File: src/rtl/rww_pkg.sv
package rww_pkg;
  localparam int POLICY_W = 3;
  localparam logic [POLICY_W-1:0] POLICY_RESET = {POLICY_W{1'b1}};

  typedef enum logic [2:0] {
    RD_ERROR,
    RD_STALL,
    RD_STALL_IRQ,
    RD_ABORT,
    RD_ABORT_IRQ
  } rd_mode_e;

  typedef enum logic [1:0] {
    SQ_IDLE,
    SQ_STALL,
    SQ_RESP
  } seq_state_e;

  typedef struct packed {
    logic ready;
    logic error;
    logic abort;
    logic stall_irq;
    logic abort_irq;
  } rsp_t;
endpackage

File: src/rtl/rww_policy_reg.sv
module rww_policy_reg #(
  parameter int W = 3,
  parameter logic [W-1:0] RESET_VAL = {W{1'b1}}
) (
  input  logic         clk,
  input  logic         rst,
  input  logic         wr_en,
  input  logic [W-1:0] wr_data,
  output logic [W-1:0] policy_q
);
  always_ff @(posedge clk) begin
    if (rst) policy_q <= RESET_VAL;
    else if (wr_en) policy_q <= wr_data;
  end
endmodule

File: src/rtl/rww_mode_decode.sv
module rww_mode_decode
  import rww_pkg::*;
#(
  parameter int W = POLICY_W
) (
  input  logic [W-1:0] policy,
  input  logic         single_bank,
  output rd_mode_e     mode
);
  // Top policy bit clear selects the error response; the two low bits
  // choose between abort (bit 1 clear) and notification (bit 0 clear).
  always_comb begin
    if (single_bank) begin
      mode = RD_STALL;
    end else if (!policy[W-1]) begin
      mode = RD_ERROR;
    end else begin
      case (policy[1:0])
        2'b11:   mode = RD_STALL;
        2'b10:   mode = RD_STALL_IRQ;
        2'b01:   mode = RD_ABORT;
        default: mode = RD_ABORT_IRQ;
      endcase
    end
  end
endmodule

File: src/rtl/rww_seq.sv
module rww_seq
  import rww_pkg::*;
(
  input  logic     clk,
  input  logic     rst,
  input  logic     rd_req,
  input  logic     bank_busy,
  input  rd_mode_e mode,
  output rsp_t     rsp_q
);
  seq_state_e st_q, st_d;
  rsp_t       rsp_d;

  always_comb begin
    st_d  = st_q;
    rsp_d = '0;
    case (st_q)
      SQ_IDLE: begin
        if (rd_req) begin
          if (!bank_busy) begin
            rsp_d.ready = 1'b1;
            st_d        = SQ_RESP;
          end else if (mode == RD_ERROR) begin
            rsp_d.error = 1'b1;
            st_d        = SQ_RESP;
          end else begin
            // mode is consumed only here; the stall ignores later changes
            rsp_d.abort     = (mode == RD_ABORT) || (mode == RD_ABORT_IRQ);
            rsp_d.stall_irq = (mode == RD_STALL_IRQ);
            rsp_d.abort_irq = (mode == RD_ABORT_IRQ);
            st_d            = SQ_STALL;
          end
        end
      end
      SQ_STALL: begin
        if (!bank_busy) begin
          rsp_d.ready = 1'b1;
          st_d        = SQ_RESP;
        end
      end
      default: st_d = SQ_IDLE;  // response cycle: request not sampled
    endcase
  end

  always_ff @(posedge clk) begin
    if (rst) begin
      st_q  <= SQ_IDLE;
      rsp_q <= '0;
    end else begin
      st_q  <= st_d;
      rsp_q <= rsp_d;
    end
  end
endmodule

File: src/rtl/flash_rww_ctrl.sv
module flash_rww_ctrl
  import rww_pkg::*;
(
  input  logic                clk,
  input  logic                rst,
  input  logic                rd_req,
  input  logic                bank_busy,
  input  logic                single_bank,
  input  logic                pol_wr_en,
  input  logic [POLICY_W-1:0] pol_wr_data,
  output logic                rd_ready,
  output logic                rd_error,
  output logic                abort_req,
  output logic                stall_irq,
  output logic                abort_irq
);
  logic [POLICY_W-1:0] policy_q;
  rd_mode_e            mode;
  rsp_t                rsp_q;

  rww_policy_reg #(.W(POLICY_W), .RESET_VAL(POLICY_RESET)) i_policy (
    .clk(clk), .rst(rst), .wr_en(pol_wr_en), .wr_data(pol_wr_data),
    .policy_q(policy_q)
  );

  rww_mode_decode #(.W(POLICY_W)) i_decode (
    .policy(policy_q), .single_bank(single_bank), .mode(mode)
  );

  rww_seq i_seq (
    .clk(clk), .rst(rst), .rd_req(rd_req), .bank_busy(bank_busy),
    .mode(mode), .rsp_q(rsp_q)
  );

  assign rd_ready  = rsp_q.ready;
  assign rd_error  = rsp_q.error;
  assign abort_req = rsp_q.abort;
  assign stall_irq = rsp_q.stall_irq;
  assign abort_irq = rsp_q.abort_irq;
endmodule

File: config.mk
export PLATFORM = sky130hd
export DESIGN_NAME = flash_rww_ctrl
export DESIGN_NICKNAME = d
export VERILOG_FILES = /design/src/rtl/rww_pkg.sv /design/src/rtl/rww_policy_reg.sv /design/src/rtl/rww_mode_decode.sv /design/src/rtl/rww_seq.sv /design/src/rtl/flash_rww_ctrl.sv
export SDC_FILE = /design/constraint.sdc
export NUM_CORES = 1
export LEC_CHECK = 0
export CAP_MARGIN = 40
export CORE_AREA = 4 4 41 43
export CTS_BUF_LIST = sky130_fd_sc_hd__clkbuf_8
export CTS_CLUSTER_DIAMETER = 60
export DETAILED_ROUTE_END_ITERATION = 10
export DIE_AREA = 0 0 45 47
export GPL_ROUTABILITY_DRIVEN = 0
export PLACE_DENSITY_LB_ADDON = 0.08
export SLEW_MARGIN = 20
export SYNTH_ARGS = -nofsm -noshare
export SYNTH_HDL_FRONTEND = slang
export SYNTH_HIERARCHICAL = 1
export SYNTH_SLANG_ARGS = --single-unit
File: constraint.sdc
create_clock -name clk -period 3.9 [get_ports clk]
set_clock_uncertainty 0.05 [all_clocks]
set_input_delay 0.78 -clock clk [delete_from_list [all_inputs] [get_ports clk]]
set_output_delay 0.78 -clock clk [all_outputs]
set_load 0.01 [all_outputs]
==> results.md, run 1 <==
* Status: completed
* Worst EP required at between 3 and 4 ns
* Mapped Area at 410 um^2
* Sequential cell area fraction in the yosys report at between 40% and 50%
* PortBufs at 13
* Post-CTS sizing at 0
* Crit. End Element: flip-flop
* CP delay by family, top: simple AND/OR/NAND/NOR gates
* Critical setup path kind: input port to flip-flop
* Period utilisation layout at 54.5%
* Worst-Skew Late Latency at 0.23 ns
* Measured slew at the worst slew-check pin at 0.405 ns
* Slew Limit Fails at 0
* Final Hold Viols at 0
* Power Dens Cells at ~400 nW/um^2
* Sequential cell area at 200 um^2
* CTS root buffer: clkbuf_8
* DIE WIDTH at around 45 um
* Ant diodes at 0
* DR vias at roughly 330
* Layout cells sized above 1 at 13.2%
* Row Count at 13
* Layout area overhead at 46.3%
* CTS H-tree lvls at 1
* Setup bufs post-CTS at 0
* Die height at about 47 um
* Syn. warnings at 6
* Aggregate global-route resource usage at 8.89%
* CTS tree: built
* Drc violations at 0
* RSZ-0062 raised after global routing: no
* Max incr delay on CP at around 0.5 ns
* Number of CTS-inserted buffers at 3
* Setup Total Neg Slack at 0 ns
* Total detailed-routing wirelength at 793 um
* Initial antenna violation count at 0
* Grt ovf at 0
* Post-Syn Instances at 37
* Total power at 0.242 mW
* #FFs+latches synth at 10
* Die area at 2120 um^2
* Crit path max-delay cell type: clkdlybuf4s50_1
* Wire per inst at ~12 um
* Endpoints failing setup at 0
* Crit path DAT at 2.21 ns
* ANT nets after route at 0
* Vias in the first global route at 327
* CP bufs+invs at 1
* Max-Cap Viols at 0
* Maximum fanout along the worst path at 5
* Peak VDD IR at 0.000198 V
* Vias per inst at roughly 4.9
* First-pass GRT wire length at 1.28 mm
* Initial Utilization at 31.5%
* Clock-pin slew on the worst setup and hold paths at 0.04 ns
* Final nets at 65
* Avg Inst Size Synth at 11.1 um^2
* Fill count at 133
* IO Count at 14
* Largest net degree at the start of global routing at 8
* HPWL Detailed at 674 um
* Core area at 1300 um^2
* Period minus WS final at approximately 2.1 ns
* Hold Buf Count CTS at 0
* F_max at 0.471 GHz
* Pre-antenna DRT Iters at 2
* Cell Chain, Critical Path: clkdlybuf4s50_1 -> and3b_1 -> o41ai_1 -> nor4b_1
* P_leak at around 0.24 nW
* Hold WC Path Type: flip-flop to flip-flop
* Multi-input logic area at around 200 um^2
* Netlist cell types at 19
* Detailed Route Iter0 Violations at 4
* Worst relative slew slack at approximately 73%
* Net count after synthesis at 47
* Sink Count at 10
* Worst setup SP type: input port
* Clk buf depth at 2
-- flip-flops by register name, indices dropped and copies added, names as in the netlist --
name,cells
i_seq/rsp_q,5
i_seq/st_q,2
i_policy/policy_q,3
-- kinds of logic after synthesis --
family	Yosys count	share of synthesized area, %
buf+inv	3	2.74
compound gates	6	12.5
fa+ha+maj	1	3.05
simple gates	17	32.9
flops	10	48.8
-- through the flow --
| step | area (um^2) | setup slack (ns) | instances | hold WS, ns | util [%] |
|---|---|---|---|---|---|
| 6_report | 601 | 1.78 | 68 | 0.439 | 46.2 |
| 3_5_place_dp | 559 | 1.52 | 65 | 0.430 | 43.0 |
| 3_3_place_gp | 559 | 1.60 | 65 | 0.410 | 43.0 |
| 4_1_cts | 601 | 1.76 | 68 | 0.438 | 46.2 |
| 2_1_floorplan | 410 | 2.09 | 37 | 0.394 | - |
| 5_1_grt | 601 | 1.70 | 68 | 0.460 | 46.2 |
-- synth_stat cells --
master / n / area share, %
nor4b_1: 1 / 2.1
o41ai_1: 1 / 2.1
a211o_1: 3 / 6.4
and3b_1: 2 / 4.3
a211oi_1: 1 / 1.8
a21o_2: 1 / 2.1
nor2b_1: 3 / 4.6
dfxtp_1: 10 / 49
nor3_1: 2 / 2.4
or3b_2: 1 / 2.1
nor2_1: 1 / 0.91
or4b_4: 1 / 3.4
nand2b_1: 1 / 1.5
inv_1: 3 / 2.7
nand3b_1: 1 / 1.8
nor4_1: 2 / 3.0
ha_1: 1 / 3.0
nor4_4: 1 / 5.2
or3_1: 1 / 1.5
-- worst paths after layout --
check | start | slack [ns] | cells past startpoint | to
setup / recovery | single_bank | 1.78 | 4 | i_seq/st_q[1]
hold / removal | i_seq/st_q[1] | 0.44 | 1 | i_seq/st_q[0]
setup reg to reg | i_policy/policy_q[0] | 2.16 | 5 | i_seq/st_q[1]
hold reg to reg | i_seq/st_q[1] | 0.44 | 1 | i_seq/st_q[0]
-- area by class of cell --
class / count / share of cell area [%]
Clock buffer: 3 / 6.87
Inverter: 3 / 1.88
Multi-Input combinational cell: 24 / 33.1
Sequential cell: 10 / 33.3
Tap cell: 15 / 3.13
Timing Repair Buffer: 13 / 21.7
-- layer usage --
metal  up-vias  track usage, %  wire (um)
met5         -               0          0
met4         0            5.26         17
met3         2            4.60         75
met2        12            16.4        401
met1       149            7.60        299
li1        171               -          -
-- cells in the final DEF, fill, tap and decap left out, types with 2 or more instances in the layout --
cell / netlist / final
inv_1: 3 / 3
a211o_1: 3 / 3
nor2b_1: 3 / 3
clkdlybuf4s50_1: 0 / 13
clkbuf_8: 0 / 3
nor4_1: 2 / 2
nor3_1: 2 / 2
dfxtp_1: 10 / 10
and3b_1: 2 / 2
-- power breakdown --
part | switching [mW] | internal, mW
Clock | 0.0361 | 0.0672
Combinational | 0.0128 | 0.0165
Sequential | 0.00263 | 0.107
Power figures use the tool's default switching activity.
==> inputs of run 2 (changes only) <==
==> constraint.sdc (replaced) <==
create_clock -name clk -period 1.9 [get_ports clk]
set_clock_uncertainty 0.05 [all_clocks]
set_input_delay 0.38 -clock clk [delete_from_list [all_inputs] [get_ports clk]]
set_output_delay 0.38 -clock clk [all_outputs]
set_load 0.01 [all_outputs]
==> run 2 against run 1 <==
Effect of this change: critical path depth unchanged; via count grew 3.6%; sequential share of layout area is 0.81 points lower; routed wire length grew 6.1%; sequential cell count did not move; utilization up 1.2 points; global-route usage increased by 0.48 points; combinational power rose by 120%; sequential power is 100% higher; clock power increased by 110%; register-to-register slack worse by 2.0 ns; count of clock-buffer cells in the layout is the same.
==> results.md, run 2 (synthesized netlist as in run 1, its figures left out) <==
* P_leak at 0.251 nW (+4.2%)
* IO Count at 14 (unchanged)
* CP bufs+invs at 1 (unchanged)
* Reg with most FFs: i_seq/rsp_q
* First-pass GRT wire length at 1.42 mm (+11%)
* Initial antenna violation count at 0 (unchanged)
* Max incr delay on CP at 0.47 ns (-0.02 ns)
* Power Dens Cells at 816 nW/um^2 (+100%)
* Pre-antenna DRT Iters at 4 (+2)
* Wire per inst at 12.0 um (+3.0%)
* Measured slew at the worst slew-check pin at 0.407 ns (+0.00216 ns)
* HPWL Detailed at 689 um (+2.3%)
* Pre-CTS WS at -0.0545 ns (-1.58 ns)
* Fin worst setup slack at 0.193 ns (-1.58 ns)
* Endpoints failing setup at 0 (unchanged)
* Number of CTS-inserted buffers at 3 (unchanged)
* Setup Total Neg Slack at 0 ns (unchanged)
* Grt ovf at 0 (unchanged)
* Hold WC Path Type: flip-flop to flip-flop
* Worst setup SP type: input port
* Sink Count at 10 (unchanged)
* Biggest regs: i_seq/rsp_q x5, i_policy/policy_q x3, i_seq/st_q x2
* Cell Chain, Critical Path: clkdlybuf4s50_1 -> and3b_1 -> or3b_2 -> a211oi_1
* Clk buf depth at 2 (unchanged)
* Total detailed-routing wirelength at 841 um (+6.1%)
* Ant diodes at 0 (unchanged)
* Most common cell after layout, fill and taps aside: clkdlybuf4s50_1
* Max-Cap Viols at 0 (unchanged)
* Initial Utilization at 31.5% (unchanged)
* Most frequent cells in the layout: clkdlybuf4s50_1 (13), dfxtp_1 (10)
* Vias per inst at 4.94 (+0.63%)
* Period utilisation layout at about 90%
* RSZ-0062 raised after global routing: no
* Vias in the first global route at 344 (+5.2%)
* CTS tree: built
* CTS root buffer: clkbuf_8
* DIE WIDTH at 45 um (unchanged)
* Die height at 47 um (unchanged)
* DR vias at 346 (+3.6%)
* Crit. End Element: flip-flop
* Aggregate global-route resource usage at 9.37% (+0.48 points)
* Final nets at 67 (+3.1%)
* Maximum fanout along the worst path at 5 (unchanged)
* Status: completed
* ANT nets after route at 0 (unchanged)
* Layout cells sized above 1 at 16.4% (+3.2 points)
* Core area at 1300 um^2 (unchanged)
* Post-CTS sizing at 0 (unchanged)
* Cell area after placement at 574 um^2 (+2.7%)
* F_max at 0.586 GHz
* CP delay by family, top: simple AND/OR/NAND/NOR gates
* Fill count at 138 (+3.8%)
* Crit path max-delay cell type: or3b_2
* Drc violations at 0 (unchanged)
* Worst EP required at 1.99 ns (-1.99 ns)
* Setup bufs post-CTS at 0 (unchanged)
* Layout area overhead at 50.0%
* Max reg flops at 5 (unchanged)
* Design Area, Final at 616 um^2 (+2.5%)
* Row Count at 13 (unchanged)
* Detailed Route Iter0 Violations at 1 (-3)
* CTS H-tree lvls at 1 (unchanged)
* Period minus WS final at around 1.7 ns
* Hold Buf Count CTS at 0 (unchanged)
* PortBufs at 13 (unchanged)
* Largest net degree at the start of global routing at 7 (-1)
* Clock-pin slew on the worst setup and hold paths at 0.05 ns (about the same)
* Peak VDD IR at 0.000420 V (+110%)
* Final Hold Viols at 0 (unchanged)
* Die area at 2120 um^2 (unchanged)
* Worst-Skew Late Latency at 0.23 ns (about the same)
* Crit path DAT at 1.80 ns (-0.41 ns)
* Critical setup path kind: input port to flip-flop
* Slew Limit Fails at 0 (unchanged)
* Worst relative slew slack at 72.5% (-0.15 points)
## run 2: cell types whose count changed in the layout (fill, tap and decap cells not counted)
cell	previous run	this run
buf_4	0	2
## run 2: stage by stage
step                power (mW)  instances  utilization, %  hold slack [ns]
CTS                      0.512         70            47.3            0.442
global route             0.526         70            47.3            0.490
finish                   0.502         70            47.3            0.441
detailed placement       0.293         67            44.1            0.435
global placement         0.290         67            44.1            0.410
floorplan                0.258         37               -            0.394
## run 2: layout make-up
| class | count | area, um^2 | area share, % |
|---|---|---|---|
| Clock buffer | 3 | 41.3 | 6.71 |
| Tap cell | 15 | 18.8 | 3.05 |
| Sequential cell | 10 | 200 | 32.5 |
| Inverter | 3 | 11.3 | 1.83 |
| Multi-Input combinational cell | 24 | 199 | 32.3 |
| Timing Repair Buffer | 15 | 145 | 23.6 |
## run 2: worst paths after layout
kind / startpoint / cells past startpoint / endpoint / slack, ns
worst max register to register: i_policy/policy_q[0] / 5 / i_seq/rsp_q[2] / 0.20
worst min-delay path: i_seq/st_q[1] / 1 / i_seq/st_q[1] / 0.44
worst min register to register: i_seq/st_q[1] / 1 / i_seq/st_q[1] / 0.44
worst max-delay path: single_bank / 4 / i_seq/rsp_q[2] / 0.19
## run 2: power breakdown
part | switching, mW | internal [mW] | total, mW
Sequential | 0.00555 | 0.219 | 0.225
Clock | 0.0753 | 0.138 | 0.213
Combinational | 0.0268 | 0.0372 | 0.0640
## run 2: metal layers
layer / GRT usage, % / part of all wire [%] / vias up
met5: 0 / 0 / -
met4: 3.51 / 0 / 0
met3: 3.83 / 6.7 / 0
met2: 16.1 / 52 / 11
met1: 10.4 / 41 / 161
li1: - / - / 174
